[config.mk]
export PLATFORM = sky130hd
export DESIGN_NAME = pgstride_detect
export DESIGN_NICKNAME = d
export VERILOG_FILES = /design/src/rtl/pgs_pkg.sv /design/src/rtl/pgs_lookup.sv /design/src/rtl/pgs_train.sv /design/src/rtl/pgstride_detect.sv
export SDC_FILE = /design/constraint.sdc
export NUM_CORES = 1
export LEC_CHECK = 0
export CAP_MARGIN = 40
export CORE_ASPECT_RATIO = 0.6
export CORE_MARGIN = 2
export CORE_UTILIZATION = 35
export CTS_BUF_LIST = sky130_fd_sc_hd__clkbuf_2 sky130_fd_sc_hd__clkbuf_4 sky130_fd_sc_hd__clkbuf_8
export DETAILED_ROUTE_END_ITERATION = 10
export DONT_BUFFER_PORTS = 1
export GPL_TIMING_DRIVEN = 0
export PLACE_DENSITY = 0.48
export SYNTH_ARGS = -nofsm -noshare
export SYNTH_HDL_FRONTEND = slang
export SYNTH_HIERARCHICAL = 1
export SYNTH_SLANG_ARGS = --single-unit
[constraint.sdc]
create_clock -name clk -period 5.5 [get_ports clk]
set_input_delay 1.1 -clock clk [delete_from_list [all_inputs] [get_ports clk]]
set_output_delay 1.1 -clock clk [all_outputs]
set_load 0.02 [all_outputs]
[src/rtl/pgs_pkg.sv]
package pgs_pkg;
    parameter int ADDR_W  = 32;
    parameter int LINE_LG = 6;
    parameter int PAGE_LG = 12;
    parameter int CNT_W   = 4;

    localparam int LADDR_W = ADDR_W - LINE_LG;
    localparam int SLOT_W  = PAGE_LG - LINE_LG;
    localparam int PGNUM_W = LADDR_W - SLOT_W;
    localparam int DELTA_W = SLOT_W + 1;

    typedef logic [LADDR_W-1:0]        laddr_t;
    typedef logic [PGNUM_W-1:0]        pgnum_t;
    typedef logic [SLOT_W-1:0]         slot_t;
    typedef logic signed [DELTA_W-1:0] delta_t;
    typedef logic [CNT_W-1:0]          cnt_t;

    typedef struct packed {
        logic   valid;
        laddr_t line;
        delta_t delta;
        cnt_t   cnt;
    } entry_t;
endpackage

[src/rtl/pgs_lookup.sv]
module pgs_lookup
    import pgs_pkg::*;
#(
    parameter int ENTRIES = 8,
    localparam int IDX_W  = (ENTRIES > 1) ? $clog2(ENTRIES) : 1
) (
    input  logic [ENTRIES-1:0] valid_i,
    input  pgnum_t             page_i [ENTRIES],
    input  pgnum_t             probe_i,
    output logic               found_o,
    output logic [IDX_W-1:0]   idx_o
);
    logic [ENTRIES-1:0] match;

    // Every entry compares its page in parallel.
    for (genvar g = 0; g < ENTRIES; g++) begin : g_cmp
        assign match[g] = valid_i[g] && (page_i[g] == probe_i);
    end

    // Lowest-indexed match wins.
    always_comb begin
        idx_o   = '0;
        found_o = |match;
        for (int i = ENTRIES - 1; i >= 0; i--) begin
            if (match[i]) idx_o = IDX_W'(i);
        end
    end
endmodule

[src/rtl/pgs_train.sv]
module pgs_train
    import pgs_pkg::*;
#(
    parameter int TRAIN_THRESH = 4
) (
    input  slot_t  cur_slot_i,
    input  delta_t cur_delta_i,
    input  cnt_t   cur_cnt_i,
    input  slot_t  new_slot_i,
    output logic   keep_o,
    output delta_t nxt_delta_o,
    output cnt_t   nxt_cnt_o,
    output logic   fire_o,
    output delta_t stride_o
);
    delta_t delta;
    cnt_t   cnt_inc;
    logic   repeat_hit;

    always_comb begin
        delta      = delta_t'({1'b0, new_slot_i}) - delta_t'({1'b0, cur_slot_i});
        cnt_inc    = cur_cnt_i + 1'b1;
        repeat_hit = (delta != '0) && (delta == cur_delta_i);

        keep_o      = 1'b1;
        nxt_delta_o = delta;
        nxt_cnt_o   = cur_cnt_i;
        fire_o      = 1'b0;
        stride_o    = '0;

        if (repeat_hit) begin
            if (int'(cnt_inc) > TRAIN_THRESH) begin
                fire_o      = 1'b1;
                stride_o    = delta;
                keep_o      = 1'b0;
                nxt_delta_o = '0;
                nxt_cnt_o   = '0;
            end else begin
                nxt_cnt_o = cnt_inc;
            end
        end else if (delta != '0) begin
            nxt_cnt_o = '0;
        end
    end
endmodule

[src/rtl/pgstride_detect.sv]
module pgstride_detect
    import pgs_pkg::*;
#(
    parameter int ENTRIES      = 8,
    parameter int TRAIN_THRESH = 4,
    localparam int IDX_W       = (ENTRIES > 1) ? $clog2(ENTRIES) : 1
) (
    input  logic                          clk,
    input  logic                          rst_n,
    input  logic                          miss_valid,
    input  logic [pgs_pkg::LADDR_W-1:0]   miss_line,
    output logic                          hit_o,
    output logic                          alloc_o,
    output logic signed [pgs_pkg::DELTA_W-1:0] stride_o
);
    typedef struct packed {
        entry_t [ENTRIES-1:0] tbl;
        logic   [IDX_W-1:0]   ptr;
        logic                 hit;
        logic                 alloc;
        delta_t               stride;
    } state_t;

    state_t s_d, s_q;

    logic [ENTRIES-1:0] valid_vec;
    pgnum_t             page_arr [ENTRIES];
    logic               found;
    logic [IDX_W-1:0]   hit_idx;
    entry_t             sel;
    logic               keep;
    delta_t             nxt_delta;
    cnt_t               nxt_cnt;
    logic               fire;
    delta_t             tr_stride;

    for (genvar g = 0; g < ENTRIES; g++) begin : g_view
        assign valid_vec[g] = s_q.tbl[g].valid;
        assign page_arr[g]  = s_q.tbl[g].line[LADDR_W-1:SLOT_W];
    end

    pgs_lookup #(.ENTRIES(ENTRIES)) u_lookup (
        .valid_i (valid_vec),
        .page_i  (page_arr),
        .probe_i (miss_line[LADDR_W-1:SLOT_W]),
        .found_o (found),
        .idx_o   (hit_idx)
    );

    assign sel = s_q.tbl[hit_idx];

    pgs_train #(.TRAIN_THRESH(TRAIN_THRESH)) u_train (
        .cur_slot_i  (sel.line[SLOT_W-1:0]),
        .cur_delta_i (sel.delta),
        .cur_cnt_i   (sel.cnt),
        .new_slot_i  (miss_line[SLOT_W-1:0]),
        .keep_o      (keep),
        .nxt_delta_o (nxt_delta),
        .nxt_cnt_o   (nxt_cnt),
        .fire_o      (fire),
        .stride_o    (tr_stride)
    );

    always_comb begin
        s_d        = s_q;
        s_d.hit    = 1'b0;
        s_d.alloc  = 1'b0;
        s_d.stride = '0;
        if (miss_valid) begin
            if (found) begin
                s_d.hit    = 1'b1;
                s_d.alloc  = fire;
                s_d.stride = tr_stride;
                if (keep) begin
                    s_d.tbl[hit_idx] = '{valid: 1'b1, line: miss_line,
                                         delta: nxt_delta, cnt: nxt_cnt};
                end else begin
                    s_d.tbl[hit_idx] = '0;
                end
            end else begin
                s_d.tbl[s_q.ptr] = '{valid: 1'b1, line: miss_line,
                                     delta: '0, cnt: '0};
                s_d.ptr = (int'(s_q.ptr) == ENTRIES - 1) ? '0 : s_q.ptr + 1'b1;
            end
        end
    end

    always_ff @(posedge clk or negedge rst_n) begin
        if (!rst_n) s_q <= '0;
        else        s_q <= s_d;
    end

    assign hit_o    = s_q.hit;
    assign alloc_o  = s_q.alloc;
    assign stride_o = s_q.stride;
endmodule


Word level (Yosys, flattened, before mapping)
Cells that the tools add are included.

Input bits: 29. Flip-flop bits (word level): 316.

Multiplexer cells: 32. Magnitude comparators: 5. Reductions and logical operators: 14. Add/sub/neg operators: 3. Bitwise operators: 3. Eq/ne operators: 10.

Operators by type and width (number): 304-bit bitwise mux (2); 304-bit 2-to-1 mux (2); 304-bit AND (1); 304-bit NOT (1); 38-bit demux with 3-bit select (2); 20-bit equality test (8); 38-bit binary-select mux with 3-bit select (1); 38-bit 2-to-1 mux (2); 7-bit 2-to-1 mux (4); 3-bit 2-to-1 mux (9); 9-bit 2-to-1 mux (2); 17-bit 2-to-1 mux (1); 4-bit 2-to-1 mux (3); 1-bit logical AND (11); 3-bit by 4-bit < comparator with 1-bit output, second input constant (2); 8-bit OR reduction (1); 7-bit equality test (1); 7-bit nonzero test (1); 6-bit by 6-bit subtractor with 7-bit output (1); 3-bit by 1-bit greater-or-equal comparator with 1-bit output, second input constant (2); 4-bit by 1-bit adder with 4-bit output, second input constant (1); 4-bit by 3-bit > comparator with 1-bit output, second input constant (1); 1-bit 2-to-1 mux (4); 3-bit by 1-bit adder with 3-bit output, second input constant (1); 3 further kinds (3).

Longest topological paths before layout
Depth after elaboration: 19. Mapped depth: 31.

Cells and area by module
Netlist, hierarchy kept.

Modules (own cells, without submodules): pgstride_detect (area an instance 12918.6 µm², cells an instance 940, instances 1, seq. area each 7907.6 µm²); pgs_lookup (area an instance 1998.2 µm², cells an instance 250, instances 1, seq. area each 0.0 µm²); pgs_train (area an instance 653.1 µm², cells an instance 86, instances 1, seq. area each 0.0 µm²).

Worst setup path before layout
No wires, ideal clock.

Path kind: in2reg. Start: in miss_line[19] (netlist bit). End: reg s_q (netlist bit page_arr[149]). Library setup time: 64 ps. Stages on the path: 28. Path slack: -1053 ps. Data required time: 5436 ps. Data arrival time: 6488 ps. Cells stage by stage: buf_4 -> xnor2_2 -> nand4_1 -> nor4_2 -> nand4_1 -> and2_1 -> nand2b_1 -> a31oi_1 -> buf_4 -> buf_4 -> buf_4 -> mux4_2 -> nand2_1 -> nand2_1 -> ha_1 -> inv_1 -> fa_1 -> nand3b_1 -> a21oi_1 -> a311oi_2 -> o211a_1 -> buf_6 -> nand2_1 -> clkbuf_2 -> or4b_1 -> a22oi_4 -> buf_8 -> a22o_2.

RTL lines: from (decl) (line pgstride_detect.sv:11) `input logic [pgs_pkg::LADDR_W-1:0] miss_line,`; to (signal assigned) (line pgstride_detect.sv:89) `if (!rst_n) s_q <= '0;`; to (signal assigned) (line pgstride_detect.sv:90) `else s_q <= s_d;`; to (decl) (line pgstride_detect.sv:24) `state_t s_d, s_q;`.

==> results.yml <==
routing:
  drc: 0
  wirelength_mm: 60.48
  drtIter0Drc: 1355
  ant_nets: 0
  wl_per_cell_um: 29.34
  firstDrtPassIters: 5
  routed-via-count: 11913
  routed_via_density: 5.780
setup_path:
  worst_r2r_endpoint: "page_arr[148]"
  crit_start: "miss_line[18]"
  cp.arrival_ns: 6.83
  worst-r2r-cell-count: 27
  r2r-start: "page_arr[72]"
  critPathCaptureType: "register"
  r2r_slack_ns: -0.66
  start_kind: "input pin"
  critical_path_required_ns: 6.04
  cp_max_fo: 7
  critPathKind: "in -> reg"
final_layout:
  fillCellCount: 3910
  postLayoutCellArea_mm2: 0.02031
  fin_util_pct: 46.55
  multi_input_area_mm2: 0.007720
  seqCellArea_mm2: 0.007908
  diodes: 0
  fin_cells: 2061
  drive_gt1_share_pct: 31.58
  nets: 1484
  area_growth_pct: 30.45
floorplan:
  core_area_mm2: 0.04363
  chipHeight_um: 167.4
  die_x_um: 276.3
  initial_utilization_pct: 35.69
  die_area_mm2: 0.04624
  num_rows: 59
  pin_count: 38
global_routing:
  grt_pass1_vias: 11535
  grt_pass1_wl_mm: 86.06
  grt_use_met3_pct: 10.27
  grt_use_met1_pct: 42.17
  grt_max_degree: 317
  grt_overflow: 0
  antenna_found_initial: 1
  track_usage_pct: 25.93
  top_usage_layer: "met1"
  grt_util_met2_pct: 30.81
timing:
  hold_violations: 0
  worstMarginPinSlew_ns: 1.429
  final_max_slew_viol_count: 0
  rsz0062_at_grt: "true"
  hold-worst-slack_ns: 0.2237
  finalSetupViolations: 312
  skew_ns: 0.03108
  relSlewSlack_pct: 4.762
  min_period_ns: 6.289
  timing.final.crit_share_pct: 114.4
  final.setup.worst_slack_ns: -0.7894
  setup_tns_ns: -189.58
  max_freq_ghz: 0.1590
clock_network:
  cts_hold_buf: 0
  cts_tree: "yes"
  htreeDepth: 2
  root_buffer: "clkbuf_8"
  insertion_delay_ns: 0.63
  clock-sinks: 316
  path_clk_slew_ns: 0.06
  cts.path.max_buffers: 3
  cts_buffers: 53
flow_run:
  max_cap_violations: 0
synthesis:
  synth_cells: 1276
  synth_top_family_by_area: "compound AO/OA/AOI/OAI gates"
  synth_fp_nets: 1315
  ys.flop_type: "dfrtp_1"
  synthSimpleGateAreaFrac_pct: 7.755
  postSynth.asyncResetShare_pct: 100.0
  synthMuxAreaShare_pct: 4.042
  synth_compound_area_share_pct: 21.13
  synth-seq-cells: 316
  synth-edff-count: 0
  synthAdderAreaFrac_pct: 0.8518
  postSynthAreaPerCell_um2: 12.20
  synth_most_common_cell: "dfrtp_1"
  synth_xor_area_share_pct: 9.603
  synth.top_cells.by_count: "316 x dfrtp_1, 284 x a22o_1, 130 x xnor2_1, 48 x buf_2, 42 x buf_1"
  synth_top_cell_area_share_pct: 50.79
  yosys-top-cells-area: "dfrtp_1 51%, a22o_1 16%, xnor2_1 7.3%, mux4_2 2.9%, xor2_1 2.0%"
  yosys.area.top_type: "dfrtp_1"
  syn_area_mm2: 0.01557
  yosysWarnings: 6
  ys_seq_area_share_pct: 50.79
  netlist-cell-type-count: 80
status:
  status: "finished with violations"
  violations: "setup timing"
placed_design:
  hpwl_mm: 37.85
  dp_cells: 1856
  pre_cts_ws_ns: -2.754
  portBuffers: 0
  gp_congestion: 0.8485
  dpl_cell_area_mm2: 0.01671
power:
  power_density_mw_per_mm2: 472.4
  leakage_nw: 9.119
  fin_total_pwr_mw: 9.596
  ir_drop_mv: 0.1681
worst_hold_path:
  hold_class: "in -> async"
[per-layer routing]
metal	part of all wire, %	wire length [um]
met5	0	0
met4	1.6	942
met3	13	7564
met2	36	21940
met1	50	30020
[worst max-delay path by stage]
stage                               end  slack (ns)
after floorplan           page_arr[149]       -0.59
after global placement    page_arr[149]       -2.76
after detailed placement  page_arr[155]       -2.75
after CTS                 page_arr[146]       -0.61
after global routing        page_arr[6]       -0.83
final                     page_arr[148]       -0.79
[kinds of logic after synthesis]
kind of cell	count (synthesis)
flip-flops	316
adder cells (fa/ha/maj)	10
AND/OR/NAND/NOR	199
AO/OA/AOI/OAI	376
buffers and inverters	170
XOR/XNOR	168
multiplexers	37
[cell type report]
class | instances | area share (%)
clock inverters | 4 | 0.1294
inverters | 21 | 0.4127
multi-input cells | 790 | 38.01
repair buffers | 120 | 7.472
flip-flops and latches | 316 | 38.93
plain buffers | 143 | 6.099
well taps | 579 | 3.567
clock buffers | 88 | 5.378
[repair_timing]
action / CTS / global route
resized for setup: 165 / 67
setup endpoints to repair: 312 / 312
cloned: 17 / 2
buffers inserted: 68 / 35
pin swaps: 62 / 64
[where the power goes]
part           internal [mW]  switching (mW)  total, mW
Combinational           1.90            1.80       3.70
Clock                   1.24            1.02       2.26
Sequential              3.06           0.581       3.64
Total                   6.20            3.40       9.60
[flip-flops by register name, indices dropped and copies added (netlist names)]
| register | count |
|---|---|
| stride_o | 7 |
| page_arr | 160 |
| alloc_o | 1 |
| s_q | 147 |
| hit_o | 1 |
[cells in the final DEF, fill, tap and decap left out, types with 26 or more instances in the layout]
master / instances
nand4_1: 35
buf_12: 29
xnor2_1: 87
xor2_1: 34
buf_1: 39
buf_6: 41
buf_4: 74
nand2_1: 37
clkbuf_8: 72
dfrtp_1: 316
xnor2_2: 31
buf_8: 26
a22o_1: 284
[worst max-delay path, stage by stage]
cell and delay (ns):
buf_16 0.14, xnor2_4 0.24, nand4_1 0.22, nor4_4 0.45, nand4_1 0.29, and2_4 0.27
a21oi_2 0.11, buf_4 0.14, buf_8 0.11, buf_12 0.14, mux4_2 0.53, nand2_2 0.08
nand2_2 0.06, ha_4 0.16, inv_2 0.05, fa_2 0.21, a21o_1 0.19, nand4_1 0.27
a21oi_2 0.25, a311oi_2 0.12, o211a_1 0.27, buf_6 0.14, nand2_8 0.07, or4b_4 0.47
a22oi_4 0.21, buf_12 0.18, clkbuf_16 0.16, a22o_1 0.14
(Power assumes the default switching activity.)
